--- config.mk ---
export PLATFORM = sky130hd
export DESIGN_NAME = isp_host_seq
export DESIGN_NICKNAME = d
export VERILOG_FILES = /design/src/rtl/isp_host_pkg.sv /design/src/rtl/isp_host_dp.sv /design/src/rtl/isp_host_ctrl.sv /design/src/rtl/isp_host_seq.sv
export SDC_FILE = /design/constraint.sdc
export NUM_CORES = 1
export LEC_CHECK = 0
export ABC_AREA = 1
export BUFFER_PORTS_ARGS = -buffer_cell sky130_fd_sc_hd__buf_2
export CAP_MARGIN = 5
export CORE_MARGIN = 8
export CORE_UTILIZATION = 50
export CTS_CLUSTER_DIAMETER = 150
export CTS_CLUSTER_SIZE = 30
export DETAILED_ROUTE_END_ITERATION = 12
export PLACE_DENSITY = 0.73
export SLEW_MARGIN = 10
export SYNTH_ARGS = -nofsm -noshare
export SYNTH_HDL_FRONTEND = slang
export SYNTH_SLANG_ARGS = --single-unit
--- constraint.sdc ---
create_clock -name clk -period 1.8 [get_ports clk]
set_input_delay 0.18 -clock clk [delete_from_list [all_inputs] [get_ports clk]]
set_output_delay 0.18 -clock clk [all_outputs]
set_load 0.1 [all_outputs]
--- src/rtl/isp_host_pkg.sv ---
package isp_host_pkg;

  localparam logic [31:0] ENABLE_WORD = 32'hAC53_0000;
  localparam logic [7:0]  ECHO_BYTE   = 8'h53;

  // strobes from control to datapath
  typedef struct packed {
    logic loadEnable;
    logic loadCmd;
  } dpCtl_t;

  typedef enum logic [2:0] {
    S_SETTLE,
    S_PULSE,
    S_WAIT,
    S_ENABLE,
    S_READY,
    S_CMD,
    S_FAIL
  } seqState_t;

endpackage

--- src/rtl/isp_host_dp.sv ---
module isp_host_dp
  import isp_host_pkg::*;
#(
  parameter int TGT_DIV = 2
) (
  input  logic        clk,
  input  logic        rstN,
  input  dpCtl_t      ctl,
  input  logic [31:0] cmdData,
  input  logic        speedFast,
  input  logic        tgtMiso,
  output logic        tgtSck,
  output logic        tgtMosi,
  output logic        xferDone,
  output logic [15:0] rxTail
);

  localparam int SLOW_PHASE = 3 * TGT_DIV;
  localparam int FAST_PHASE = 4 * TGT_DIV;
  localparam int PH_W       = $clog2(FAST_PHASE + 1);

  logic            busy;
  logic            sckQ;
  logic            fastQ;
  logic [PH_W-1:0] phCnt;
  logic [4:0]      bitCnt;
  logic [31:0]     shReg;
  logic            doneQ;
  logic            phLast;

  assign phLast = fastQ ? (phCnt == PH_W'(FAST_PHASE - 1))
                        : (phCnt == PH_W'(SLOW_PHASE - 1));

  always_ff @(posedge clk) begin
    if (!rstN) begin
      busy   <= 1'b0;
      sckQ   <= 1'b0;
      fastQ  <= 1'b0;
      phCnt  <= '0;
      bitCnt <= '0;
      shReg  <= '0;
      doneQ  <= 1'b0;
    end else begin
      doneQ <= 1'b0;
      if (!busy) begin
        if (ctl.loadEnable || ctl.loadCmd) begin
          busy   <= 1'b1;
          shReg  <= ctl.loadEnable ? ENABLE_WORD : cmdData;
          fastQ  <= speedFast;
          phCnt  <= '0;
          bitCnt <= '0;
          sckQ   <= 1'b0;
        end
      end else if (phLast) begin
        phCnt <= '0;
        if (!sckQ) begin
          sckQ <= 1'b1;
        end else begin
          sckQ   <= 1'b0;
          shReg  <= {shReg[30:0], tgtMiso};
          bitCnt <= bitCnt + 5'd1;
          if (bitCnt == 5'd31) begin
            busy  <= 1'b0;
            doneQ <= 1'b1;
          end
        end
      end else begin
        phCnt <= phCnt + 1'b1;
      end
    end
  end

  assign tgtSck   = sckQ;
  assign tgtMosi  = busy & shReg[31];
  assign xferDone = doneQ;
  assign rxTail   = shReg[15:0];

endmodule

--- src/rtl/isp_host_ctrl.sv ---
module isp_host_ctrl
  import isp_host_pkg::*;
#(
  parameter int TGT_DIV     = 2,
  parameter int WAIT_CYCLES = 320000,
  parameter int MAX_TRIES   = 4
) (
  input  logic        clk,
  input  logic        rstN,
  input  logic        cmdValid,
  output logic        cmdReady,
  input  logic        xferDone,
  input  logic [15:0] rxTail,
  output dpCtl_t      ctl,
  output logic        tgtReset,
  output logic        inSync,
  output logic        syncError,
  output logic        respDone,
  output logic [7:0]  respData
);

  localparam int PULSE_LEN = 3 * TGT_DIV;
  localparam int TMR_MAX   = (WAIT_CYCLES > PULSE_LEN) ? WAIT_CYCLES : PULSE_LEN;
  localparam int TMR_W     = $clog2(TMR_MAX + 1);
  localparam int TRY_W     = $clog2(MAX_TRIES + 1);

  seqState_t        state;
  logic [TMR_W-1:0] tmr;
  logic [TRY_W-1:0] tries;
  logic             respDoneQ;
  logic [7:0]       respDataQ;
  logic             pulseHit;
  logic             waitHit;
  logic             echoOk;

  assign pulseHit = (tmr == TMR_W'(PULSE_LEN - 1));
  assign waitHit  = (tmr == TMR_W'(WAIT_CYCLES - 1));
  assign echoOk   = (rxTail[15:8] == ECHO_BYTE);

  assign ctl.loadEnable = (state == S_WAIT) && waitHit;
  assign ctl.loadCmd    = (state == S_READY) && cmdValid;

  always_ff @(posedge clk) begin
    if (!rstN) begin
      state     <= S_SETTLE;
      tmr       <= '0;
      tries     <= '0;
      respDoneQ <= 1'b0;
      respDataQ <= '0;
    end else begin
      respDoneQ <= 1'b0;
      case (state)
        S_SETTLE: begin
          if (pulseHit) begin
            state <= S_PULSE;
            tmr   <= '0;
          end else tmr <= tmr + 1'b1;
        end
        S_PULSE: begin
          if (pulseHit) begin
            state <= S_WAIT;
            tmr   <= '0;
          end else tmr <= tmr + 1'b1;
        end
        S_WAIT: begin
          if (waitHit) begin
            state <= S_ENABLE;
            tmr   <= '0;
          end else tmr <= tmr + 1'b1;
        end
        S_ENABLE: begin
          if (xferDone) begin
            if (echoOk) begin
              state <= S_READY;
              tries <= '0;
            end else if (tries == TRY_W'(MAX_TRIES - 1)) begin
              state <= S_FAIL;
            end else begin
              tries <= tries + 1'b1;
              state <= S_PULSE;
              tmr   <= '0;
            end
          end
        end
        S_READY: begin
          if (cmdValid) state <= S_CMD;
        end
        S_CMD: begin
          if (xferDone) begin
            respDoneQ <= 1'b1;
            respDataQ <= rxTail[7:0];
            state     <= S_READY;
          end
        end
        S_FAIL:  state <= S_FAIL;
        default: state <= S_FAIL;
      endcase
    end
  end

  assign tgtReset  = (state == S_PULSE);
  assign inSync    = (state == S_READY) || (state == S_CMD);
  assign cmdReady  = (state == S_READY);
  assign syncError = (state == S_FAIL);
  assign respDone  = respDoneQ;
  assign respData  = respDataQ;

endmodule

--- src/rtl/isp_host_seq.sv ---
module isp_host_seq
  import isp_host_pkg::*;
#(
  parameter int TGT_DIV     = 2,
  parameter int WAIT_CYCLES = 320000,
  parameter int MAX_TRIES   = 4
) (
  input  logic        clk,
  input  logic        rstN,
  input  logic        speedFast,
  input  logic        cmdValid,
  output logic        cmdReady,
  input  logic [31:0] cmdData,
  output logic        respDone,
  output logic [7:0]  respData,
  output logic        inSync,
  output logic        syncError,
  output logic        tgtSck,
  output logic        tgtMosi,
  input  logic        tgtMiso,
  output logic        tgtReset
);

  dpCtl_t      dpCtl;
  logic        xferDone;
  logic [15:0] rxTail;

  isp_host_ctrl #(
    .TGT_DIV    (TGT_DIV),
    .WAIT_CYCLES(WAIT_CYCLES),
    .MAX_TRIES  (MAX_TRIES)
  ) u_ctrl (
    .clk      (clk),
    .rstN     (rstN),
    .cmdValid (cmdValid),
    .cmdReady (cmdReady),
    .xferDone (xferDone),
    .rxTail   (rxTail),
    .ctl      (dpCtl),
    .tgtReset (tgtReset),
    .inSync   (inSync),
    .syncError(syncError),
    .respDone (respDone),
    .respData (respData)
  );

  isp_host_dp #(
    .TGT_DIV(TGT_DIV)
  ) u_dp (
    .clk      (clk),
    .rstN     (rstN),
    .ctl      (dpCtl),
    .cmdData  (cmdData),
    .speedFast(speedFast),
    .tgtMiso  (tgtMiso),
    .tgtSck   (tgtSck),
    .tgtMosi  (tgtMosi),
    .xferDone (xferDone),
    .rxTail   (rxTail)
  );

endmodule

==> impl_metrics.json, run 1 <==
{
  "holdBufCountCts": 0,
  "slowest_delay_ns": 0.32,
  "grt_pass1_vias": 4167,
  "syn_to_final_growth_pct": 18.73,
  "maxClockFrequency_mhz": 596.1,
  "crit_type": "register to register",
  "status": "finished clean",
  "yosys_warnings": 0,
  "clk_latency_ns": 0.35,
  "via_per_inst": 4.936,
  "start_kind": "register",
  "drv_slew": 0,
  "gp_congestion": 0.8804,
  "hold_violations": 0,
  "cts_tree": "done",
  "fin_util_pct": 61.27,
  "rows": 33,
  "place_inst": 840,
  "cts_max_path_buffers": 2,
  "grt_usage_pct": 18.52,
  "cts_made_buffers": 9,
  "antenna_found_initial": 0,
  "setup_viol": 0,
  "synthDistinctLibCells": 31,
  "crit_top_cell": "ha_1",
  "synth_edf_count": 0,
  "synthCells": 685,
  "slew_headroom_pct": 66.89,
  "drive_gt1_share_pct": 16.36,
  "cellLeakagePower_nw": 2.497,
  "grt_max_degree": 58,
  "maxCapViolations": 0,
  "drt_iter0_markers": 206,
  "synth_seq_area_share_pct": 37.11,
  "hp-class": "primary input to register",
  "period_needed_ns": 1.678,
  "cts_root_buf": "clkbuf_8",
  "wl_per_cell_um": 12.05,
  "ys_seq_elements": 79,
  "path_max_fanout": 8,
  "synth-main-ff-cell": "dfxtp_1",
  "worst_pin_slew_ns": 0.4962,
  "grt_pass1_wl_um": 17980,
  "start_util_pct": 51.61,
  "drt-total-wl_um": 10320,
  "dieArea_um2": 11730,
  "vdd_drop_max_uv": 435.3,
  "clkSinkCount": 79,
  "syn_area_per_cell_um2": 6.221,
  "io_pins": 52,
  "synth_top_cell_by_area": "dfxtp_1",
  "clk_pin_slew_worst_paths_ns": 0.08,
  "dp_hpwl_um": 7461,
  "seq_area_um2": 1588,
  "yosysMostFrequentCell": "nand2_1",
  "multiInputGateArea_um2": 2271,
  "antennaDiodeCount": 0,
  "remaining_drc_errors": 0,
  "synth_nets": 729,
  "cp.required_ns": 2.09,
  "cp_slowest_cell": "dfxtp_1",
  "fin_skew_ns": 0.01045,
  "final_cells": 857,
  "yosys-top-cells-area": "dfxtp_1 37%, nand2_1 18%, nor2_1 11%, nand3_1 7.4%, inv_1 7.0%",
  "crit_chain": "ha_1, ha_1, a21oi_2, nand3_4, buf_4, or2_2, a21oi_1",
  "nFillCells": 828,
  "cts_htree_levels": 3,
  "portBuffers": 51,
  "fp.dieW_um": 108.3,
  "grt_overflow": 0,
  "die_h_um": 108.3,
  "power_density_nw_per_um2": 727.4,
  "ys_top_cells_by_count": "200 x nand2_1, 130 x nor2_1, 80 x inv_1",
  "period_share_pct": 93.20,
  "vias": 4230,
  "nets": 791,
  "endpoint_kind": "register",
  "ant_nets": 0,
  "firstDrtPassIters": 5,
  "yosys.area.top_type_share_pct": 37.11,
  "fp.coreArea_um2": 8258,
  "async_flop_share_pct": 0,
  "synthesis.area_um2": 4262,
  "cp.arrival_ns": 1.96
}
==> worst max-delay path: cells and delay by family, from the launching register on <==
| kind | cells | cell delay, ns |
|---|---|---|
| flops | 1 | 0.32 |
| compound gates | 2 | 0.32 |
| fa+ha+maj | 2 | 0.41 |
| simple gates | 2 | 0.40 |
| buf+inv | 1 | 0.17 |
==> metal layers <==
metal / vias up / part of all wire [%] / global-route usage [%]
met2: 84 / 48 / 33.13
met3: 10 / 5.2 / 4.819
li1: 2246 / - / -
met1: 1890 / 45 / 21.46
met5: - / 0 / 0
met4: 0 / 1.2 / 4.497
==> kinds of logic after synthesis <==
group,count (synthesis),synth area share [%]
and+or+nand+nor,422,41.19
xor gates and xnor gates,10,2.055
AOI/OAI and AO/OA,54,6.665
adders and majority gates,7,2.055
buffers and inverters,113,10.92
DFF,79,37.11
==> cell usage in the layout (no fill, tap or decap) <==
| master | netlist | final |
|---|---|---|
| buf_4 | 1 | 27 |
| o21ai_2 | 1 | 1 |
| xor2_1 | 6 | 6 |
| nand3_2 | 3 | 2 |
| nand2_1 | 200 | 197 |
| a21oi_2 | 0 | 1 |
| clkbuf_1 | 14 | 1 |
| nor2_4 | 1 | 3 |
| inv_2 | 3 | 2 |
| o21ai_1 | 2 | 2 |
| clkinvlp_4 | 0 | 4 |
| dfxtp_2 | 0 | 2 |
| ha_4 | 0 | 1 |
| xnor2_1 | 4 | 4 |
| nor2_1 | 130 | 130 |
| clkinv_2 | 0 | 1 |
| buf_2 | 6 | 47 |
| inv_4 | 0 | 1 |
| a211oi_1 | 1 | 1 |
| nand3_4 | 1 | 2 |
| bufinv_16 | 0 | 1 |
| a31oi_1 | 2 | 2 |
| nor4_1 | 2 | 2 |
| nor3_2 | 0 | 3 |
| ha_1 | 7 | 6 |
| nor3_1 | 7 | 4 |
| nand4_1 | 8 | 8 |
| clkbuf_4 | 0 | 2 |
| dfxtp_4 | 0 | 1 |
| o211ai_1 | 2 | 2 |
| inv_1 | 80 | 79 |
| o21ai_0 | 16 | 16 |
| nand2_2 | 3 | 6 |
| or2_2 | 1 | 1 |
| clkbuf_8 | 0 | 10 |
| dfxtp_1 | 79 | 76 |
| a21oi_1 | 30 | 29 |
| nand3_1 | 63 | 63 |
| nor3b_1 | 1 | 1 |
| buf_12 | 0 | 5 |
==> where the power goes <==
part	switching [mW]	internal, mW
clock	0.662	0.677
sequential	0.0368	1.78
combinational	0.301	0.226
==> per-stage QoR <==
stage	worst slack, ns	power (mW)	hold slack (ns)	setup TNS (ns)	cell area [µm²]
global placement	0.06243	2.362	0.4313	0	4812
detailed placement	0.04846	2.369	0.4339	0	4812
global route	-0.01335	3.865	0.1064	-0.02670	5060
finish	0.1224	3.681	0.1208	0	5060
CTS	0.03237	3.709	0.1042	0	5011
floorplan	-0.4581	2.162	0.3444	-17.18	4298
==> flip-flops by register name (all words and copies together), names as in the netlist <==
signal / cells
u_dp.busy: 1
u_ctrl.respData: 8
u_dp.shReg: 32
u_dp.bitCnt: 5
u_dp.fastQ: 1
u_ctrl.tries: 3
u_ctrl.tmr: 19
u_dp.phCnt: 4
u_dp.tgtSck: 1
u_dp.xferDone: 1
u_ctrl.state: 3
u_ctrl.respDone: 1
==> final timing paths <==
check | startpoint | end | slack, ns | cells after the start
worst max-delay path | u_ctrl.tries[0] | u_ctrl.tmr[0] | 0.12 | 7
worst min register to register | u_ctrl.respData[3] | u_ctrl.respData[3] | 0.45 | 2
worst min-delay path | speedFast | u_dp.fastQ | 0.12 | 3
worst max register to register | u_ctrl.tries[0] | u_ctrl.tmr[0] | 0.12 | 7
==> area by class of cell <==
class | count | area share [%]
Sequential cell | 79 | 31.38
Timing Repair Buffer | 81 | 10.93
Multi-Input combinational cell | 493 | 44.88
Clock inverter | 5 | 1.137
Tap cell | 105 | 2.596
Clock buffer | 11 | 2.794
Inverter | 83 | 6.281
==> timing repair <==
item	CTS	global route
resized for setup	0	10
buffers inserted	0	1
setup endpoints to repair	0	58
(Power assumes the default switching activity.)
==> run 2, diff against run 1 <==
--- a/config.mk
+++ b/config.mk
@@ -8,12 +8,14 @@
 export ABC_AREA = 1
 export BUFFER_PORTS_ARGS = -buffer_cell sky130_fd_sc_hd__buf_2
 export CAP_MARGIN = 5
+export CELL_PAD_IN_SITES_DETAIL_PLACEMENT = 2
+export CELL_PAD_IN_SITES_GLOBAL_PLACEMENT = 2
 export CORE_MARGIN = 8
-export CORE_UTILIZATION = 50
+export CORE_UTILIZATION = 28
 export CTS_CLUSTER_DIAMETER = 150
 export CTS_CLUSTER_SIZE = 30
 export DETAILED_ROUTE_END_ITERATION = 12
-export PLACE_DENSITY = 0.73
+export PLACE_DENSITY_LB_ADDON = 0.1
 export SLEW_MARGIN = 10
 export SYNTH_ARGS = -nofsm -noshare
 export SYNTH_HDL_FRONTEND = slang
==> run 2 against run 1 <==
Against the previous run: utilization shrank 25 points; largest cell class unchanged; critical endpoint is now u_ctrl.tmr[16]; largest power group is now clock; count of clock-buffer cells in the layout shrank 2; total power grew 20%.
==> impl_metrics.json, run 2 (synthesis gave the netlist of run 1 again) <==
{
  "status": "finished clean",
  "grt_pass1_vias": 4882,
  "dp_slack_ns": -0.1026,
  "slew_headroom_pct": 65.24,
  "io_pins": 52,
  "path_delay_family": "simple AND/OR/NAND/NOR gates",
  "period_needed_ns": 1.666,
  "remaining_drc_errors": 0,
  "clk_pin_slew_worst_paths_ns": 0.06,
  "top_register": "u_dp.shReg",
  "crit_type": "register to register",
  "firstDrtPassIters": 4,
  "hp-class": "primary input to register",
  "gp_congestion": 0.7903,
  "worst_pin_slew_ns": 0.5208,
  "vdd_drop_max_uv": 439.5,
  "antenna_found_initial": 0,
  "antennaDiodeCount": 0,
  "maxClockFrequency_mhz": 600.2,
  "portBuffers": 51,
  "cts_made_buffers": 9,
  "stdcell_area_um2": 5507,
  "ant_nets": 0,
  "fp.coreArea_um2": 15030,
  "clkSinkCount": 79,
  "drv_slew": 0,
  "cellLeakagePower_nw": 2.638,
  "slowest_delay_ns": 0.38,
  "start_util_pct": 28.35,
  "cp.required_ns": 2.04,
  "drive_gt1_share_pct": 20.08,
  "dieArea_um2": 19420,
  "vias": 4522,
  "endpoint_kind": "register",
  "power_density_nw_per_um2": 799.8,
  "rows": 45,
  "cts_htree_levels": 3,
  "placed_area_um2": 4986,
  "maxCapViolations": 0,
  "crit_buf_inv": 2,
  "grt_max_degree": 49,
  "largest_reg_flops": 32,
  "fin_util_pct": 36.63,
  "fp.dieW_um": 139.4,
  "crit_chain": "nand2_1, nor2_2, nand2_1, nand3_4, buf_8, nor2_1, buf_4, nand2_1, nand2_1, nand2_1, nor2_1",
  "clk_latency_ns": 0.35,
  "setup_slack_ns": 0.1338,
  "period_share_pct": 92.57,
  "drt_iter0_markers": 118,
  "start_kind": "register",
  "wl_per_cell_um": 15.70,
  "cts_tree": "done",
  "nets": 801,
  "dp_hpwl_um": 10430,
  "mostFrequentLayoutCell": "nand2_1",
  "cp_slowest_cell": "dfxtp_2",
  "hold_ws_ns": 0.1041,
  "grt_pass1_wl_um": 23890,
  "cts_root_buf": "clkbuf_16",
  "grt_setup_unrepaired": "yes",
  "crit_top_cell": "nand2_1",
  "fin_skew_ns": 0.005906,
  "die_h_um": 139.4,
  "setup_viol": 0,
  "grt_usage_pct": 15.16,
  "via_per_inst": 4.760,
  "hold_violations": 0,
  "grt_overflow": 0,
  "path_max_fanout": 6,
  "holdBufCountCts": 0,
  "mostFrequentLayoutCells": "196 x nand2_1, 121 x nor2_1, 78 x inv_1",
  "drt-total-wl_um": 14920,
  "cp.arrival_ns": 1.91,
  "syn_to_final_growth_pct": 29.21,
  "cts_max_path_buffers": 2
}
## run 2: layer usage
layer  GRT usage (%)  wire, µm  vias up
li1                -         -     2264
met1           17.74      6992     2206
met2           27.26      7465       41
met3           2.257       242       11
met4           5.893       216        0
met5               0         0        -
## run 2: final timing paths
check	cells past startpoint	end	from	slack (ns)
setup / recovery	11	u_ctrl.tmr[16]	u_ctrl.state[1]	0.13
hold / removal	3	u_dp.fastQ	speedFast	0.10
setup reg to reg	11	u_ctrl.tmr[16]	u_ctrl.state[1]	0.13
hold reg to reg	2	u_ctrl.respData[6]	u_ctrl.respData[6]	0.44
## run 2: where the power goes
group | internal (mW) | switching (mW) | total (mW) | leakage, nW
clock | 1.21 | 0.797 | 2.00 | 0.159
combinational | 0.221 | 0.355 | 0.577 | 1.84
sequential | 1.78 | 0.0405 | 1.82 | 0.640
## run 2: area by class of cell
class	count	area, µm²
clock inverters	7	86.33
clock buffers	9	225.2
repair buffers	90	679.4
flip-flops and latches	79	1593
well taps	188	235.2
inverters	83	317.8
fillers	1810	9527
multi-input cells	494	2370
## run 2: timing repair
| action | in CTS | in global routing |
|---|---|---|
| gates cloned | 0 | 3 |
| pin swaps | 0 | 6 |
| resized for setup | 5 | 33 |
| setup buffers | 0 | 1 |
| setup endpoints to repair | 16 | 57 |
## run 2: worst min-delay path: cells and delay by family
kind	cells	cell delay (ns)
AOI/OAI and AO/OA	1	0.06
buffers and inverters	1	0.10
and+or+nand+nor	1	0.07
## run 2: per-stage QoR
stage	std cells	TNS (ns)	power [mW]
2_1_floorplan	685	-17.18	2.162
3_3_place_gp	930	-0.02253	2.355
3_5_place_dp	930	-0.2084	2.375
4_1_cts	946	0	4.410
5_1_grt	950	-0.01594	4.595
6_report	950	0	4.404
==> run 3, diff against run 2 <==
--- a/config.mk
+++ b/config.mk
@@ -11,7 +11,7 @@
 export CELL_PAD_IN_SITES_DETAIL_PLACEMENT = 2
 export CELL_PAD_IN_SITES_GLOBAL_PLACEMENT = 2
 export CORE_MARGIN = 8
-export CORE_UTILIZATION = 28
+export CORE_UTILIZATION = 30
 export CTS_CLUSTER_DIAMETER = 150
 export CTS_CLUSTER_SIZE = 30
 export DETAILED_ROUTE_END_ITERATION = 12
@@ -19,4 +19,5 @@
 export SLEW_MARGIN = 10
 export SYNTH_ARGS = -nofsm -noshare
 export SYNTH_HDL_FRONTEND = slang
+export SYNTH_HIERARCHICAL = 1
 export SYNTH_SLANG_ARGS = --single-unit
==> run 3 against run 2 <==
Against the previous run: the flow now finishes with violations (setup timing); wire length up 7.3%; clock skew rose by 0.00092 ns; final area increased by 6.9%; global-route usage grew 1.5 points; register-to-register slack got worse by 0.23 ns; die area is 1.6% lower; total power fell by 9.4%; combinational power decreased by 60%; fmax shrank 12%; sequential power is 3% lower; first-iteration DRC count is 5.9% lower; largest power group unchanged.
==> impl_metrics.json, run 3 <==
{
  "yosysMostFrequentCell": "nand2_1",
  "rows": 44,
  "remaining_drc_errors": 0,
  "yosys_warnings": 6,
  "io_pins": 52,
  "mostFrequentLayoutCells": "120 x nand2_1, 93 x nor2_1, 72 x dfxtp_1",
  "slowest_delay_ns": 0.35,
  "synthXorXnorAreaFrac_pct": 2.148,
  "mostFrequentLayoutCell": "nand2_1",
  "grt_usage_pct": 16.61,
  "dp_hpwl_um": 11380,
  "portBuffers": 51,
  "holdBufCountCts": 0,
  "nets": 762,
  "hold_violations": 0,
  "period_share_pct": 105.2,
  "path_max_fanout": 22,
  "grt_max_degree": 29,
  "switching_share_pct": 24.20,
  "multiInputGateArea_um2": 2645,
  "syn_area_per_cell_um2": 7.086,
  "internal-power_mw": 3.026,
  "yosys.area.top_type_share_pct": 35.26,
  "fp.dieW_um": 138.3,
  "cts_tree": "done",
  "vias": 4502,
  "seqPwrFrac_pct": 44.2,
  "cp_slowest_cell": "dfxtp_2",
  "drive_gt1_share_pct": 34.02,
  "yosys.area_share.adder_pct": 1.953,
  "synthesis.area_um2": 4486,
  "cts_made_buffers": 9,
  "cp.required_ns": 2.04,
  "largest_reg_flops": 32,
  "synth_top_family_by_area": "simple AND/OR/NAND/NOR gates",
  "status": "complete, but fails checks",
  "clk_latency_ns": 0.35,
  "ys_top_cells_by_count": "125 x nand2_1, 103 x nor2_1, 79 x dfxtp_1",
  "firstDrtPassIters": 4,
  "synth_top_cell_by_area": "dfxtp_1",
  "drt_iter0_markers": 111,
  "cp.arrival_ns": 2.14,
  "crit_type": "register to register",
  "fin_skew_ns": 0.006823,
  "maxClockFrequency_mhz": 528.2,
  "slew_headroom_pct": 66.94,
  "synth_compound_area_share_pct": 14.34,
  "period_needed_ns": 1.893,
  "place_inst": 879,
  "seq_area_um2": 1593,
  "wl_per_cell_um": 17.65,
  "async_flop_share_pct": 0,
  "grt_overflow": 0,
  "syn_to_final_growth_pct": 31.21,
  "synth-main-ff-cell": "dfxtp_1",
  "start_kind": "register",
  "p_clk_share_pct": 50.1,
  "hp-class": "primary input to register",
  "antennaDiodeCount": 0,
  "synth_edf_count": 0,
  "cellLeakagePower_nw": 2.514,
  "crit_chain": "ha_4, nand3_4, nor2_4, nand3_4, nor3_4, o21ai_2, nand2_4, buf_12, nand3_1, nand2_1, nor2_1",
  "cts_root_buf": "clkbuf_16",
  "final_cells": 907,
  "antenna_found_initial": 0,
  "gp_congestion": 0.7469,
  "grt_pass1_wl_um": 26100,
  "nFillCells": 1712,
  "power_density_nw_per_um2": 678.2,
  "fp.coreArea_um2": 14590,
  "synthCells": 633,
  "cts_htree_levels": 3,
  "violations": "setup timing",
  "grt_setup_unrepaired": "yes",
  "via_per_inst": 4.964,
  "setup_viol": 39,
  "ys_seq_elements": 79,
  "dieArea_um2": 19120,
  "synthDistinctLibCells": 36,
  "synth_simple_gate_area_share_pct": 33.44,
  "setup_slack_ns": -0.09305,
  "synth_nets": 677,
  "synth_seq_area_share_pct": 35.26,
  "drv_slew": 0,
  "start_util_pct": 30.75,
  "maxCapViolations": 0,
  "ant_nets": 0,
  "clkSinkCount": 79,
  "yosys-top-cells-area": "dfxtp_1 35%, nand2_1 10%, nor2_1 8.6%, nand3_1 8.1%, inv_1 4.3%",
  "vdd_drop_max_uv": 400.4,
  "crit_top_cell": "nand3_4",
  "worst_pin_slew_ns": 0.4993,
  "endpoint_kind": "register",
  "grt_pass1_vias": 4990,
  "cts_max_path_buffers": 2,
  "synth_mux_area_share_pct": 0,
  "switching_power_mw": 0.9659,
  "clk_pin_slew_worst_paths_ns": 0.07,
  "dp_slack_ns": -0.2586,
  "top_register": "u_dp/shReg",
  "die_h_um": 138.3,
  "drt-total-wl_um": 16010,
  "power.share.combinational_pct": 5.7
}
-- run 3: metrics by stage --
stage	hold WS (ns)	TNS [ns]	util [%]	power (mW)	area (µm²)
4_1_cts	0.1252	-0.06803	39.10	4.036	5704
5_1_grt	0.1794	-5.972	40.34	4.147	5886
2_1_floorplan	0.3702	-3.899	-	1.918	4598
6_report	0.1373	-1.700	40.34	3.992	5886
3_5_place_dp	0.4637	-6.950	35.76	2.010	5218
3_3_place_gp	0.4442	-2.871	35.76	2.003	5218
-- run 3: path summary, 6_finish.rpt --
path	from	endpoint	slack [ns]	depth (start not counted)
setup / recovery	u_ctrl/tmr[0]	u_dp/bitCnt[3]	-0.09	11
hold / removal	speedFast	u_dp/fastQ	0.14	3
setup reg to reg	u_ctrl/tmr[0]	u_dp/bitCnt[3]	-0.09	11
hold reg to reg	u_ctrl/respData[3]	u_ctrl/respData[3]	0.47	2
-- run 3: kinds of logic (layout without fill, tap and decap cells) --
| family | after synthesis | count (layout) |
|---|---|---|
| and+or+nand+nor | 337 | 339 |
| buffers and inverters | 102 | 190 |
| AOI/OAI and AO/OA | 97 | 97 |
| DFF | 79 | 79 |
| xor gates and xnor gates | 11 | 11 |
| adders and majority gates | 7 | 7 |
-- run 3: power groups by stage --
stage,registers [mW],clock network [mW],logic [mW]
after global placement,1.80,0,0.203
after CTS,1.76,2.06,0.216
final,1.76,2.00,0.229
after detailed placement,1.80,0,0.210
after floorplan,1.80,0,0.116
after global routing,1.76,2.13,0.254
-- run 3: layout make-up --
cell class                 count  area share, %
clock buffer                  11          4.315
clock inverter                 5          1.063
inverter                      53          3.465
multi-input combinational    454          44.94
sequential                    79          27.06
tap                          184          3.912
timing repair buffer         121          15.24
-- run 3: worst max-delay path, delay by kind of cell (launching register included) --
family	cells	cell delay [ns]
AOI/OAI and AO/OA	1	0.12
adders and majority gates	1	0.15
buffers and inverters	1	0.19
DFF	1	0.35
and+or+nand+nor	8	0.97
-- run 3: layer usage --
layer  vias to the layer above  global-route usage [%]  part of all wire (%)
met2                        46                   28.78                    50
met3                        11                   2.911                   2.2
met1                      2224                   20.57                    47
met4                         0                   4.634                  0.94
li1                       2221                       -                     -
met5                         -                       0                     0
-- run 3: what timing repair did --
item / in CTS / in global routing
gates cloned: 3 / 0
pin swaps: 14 / 23
setup buffers: 3 / 7
resized for setup: 27 / 35
setup endpoints to repair: 58 / 61
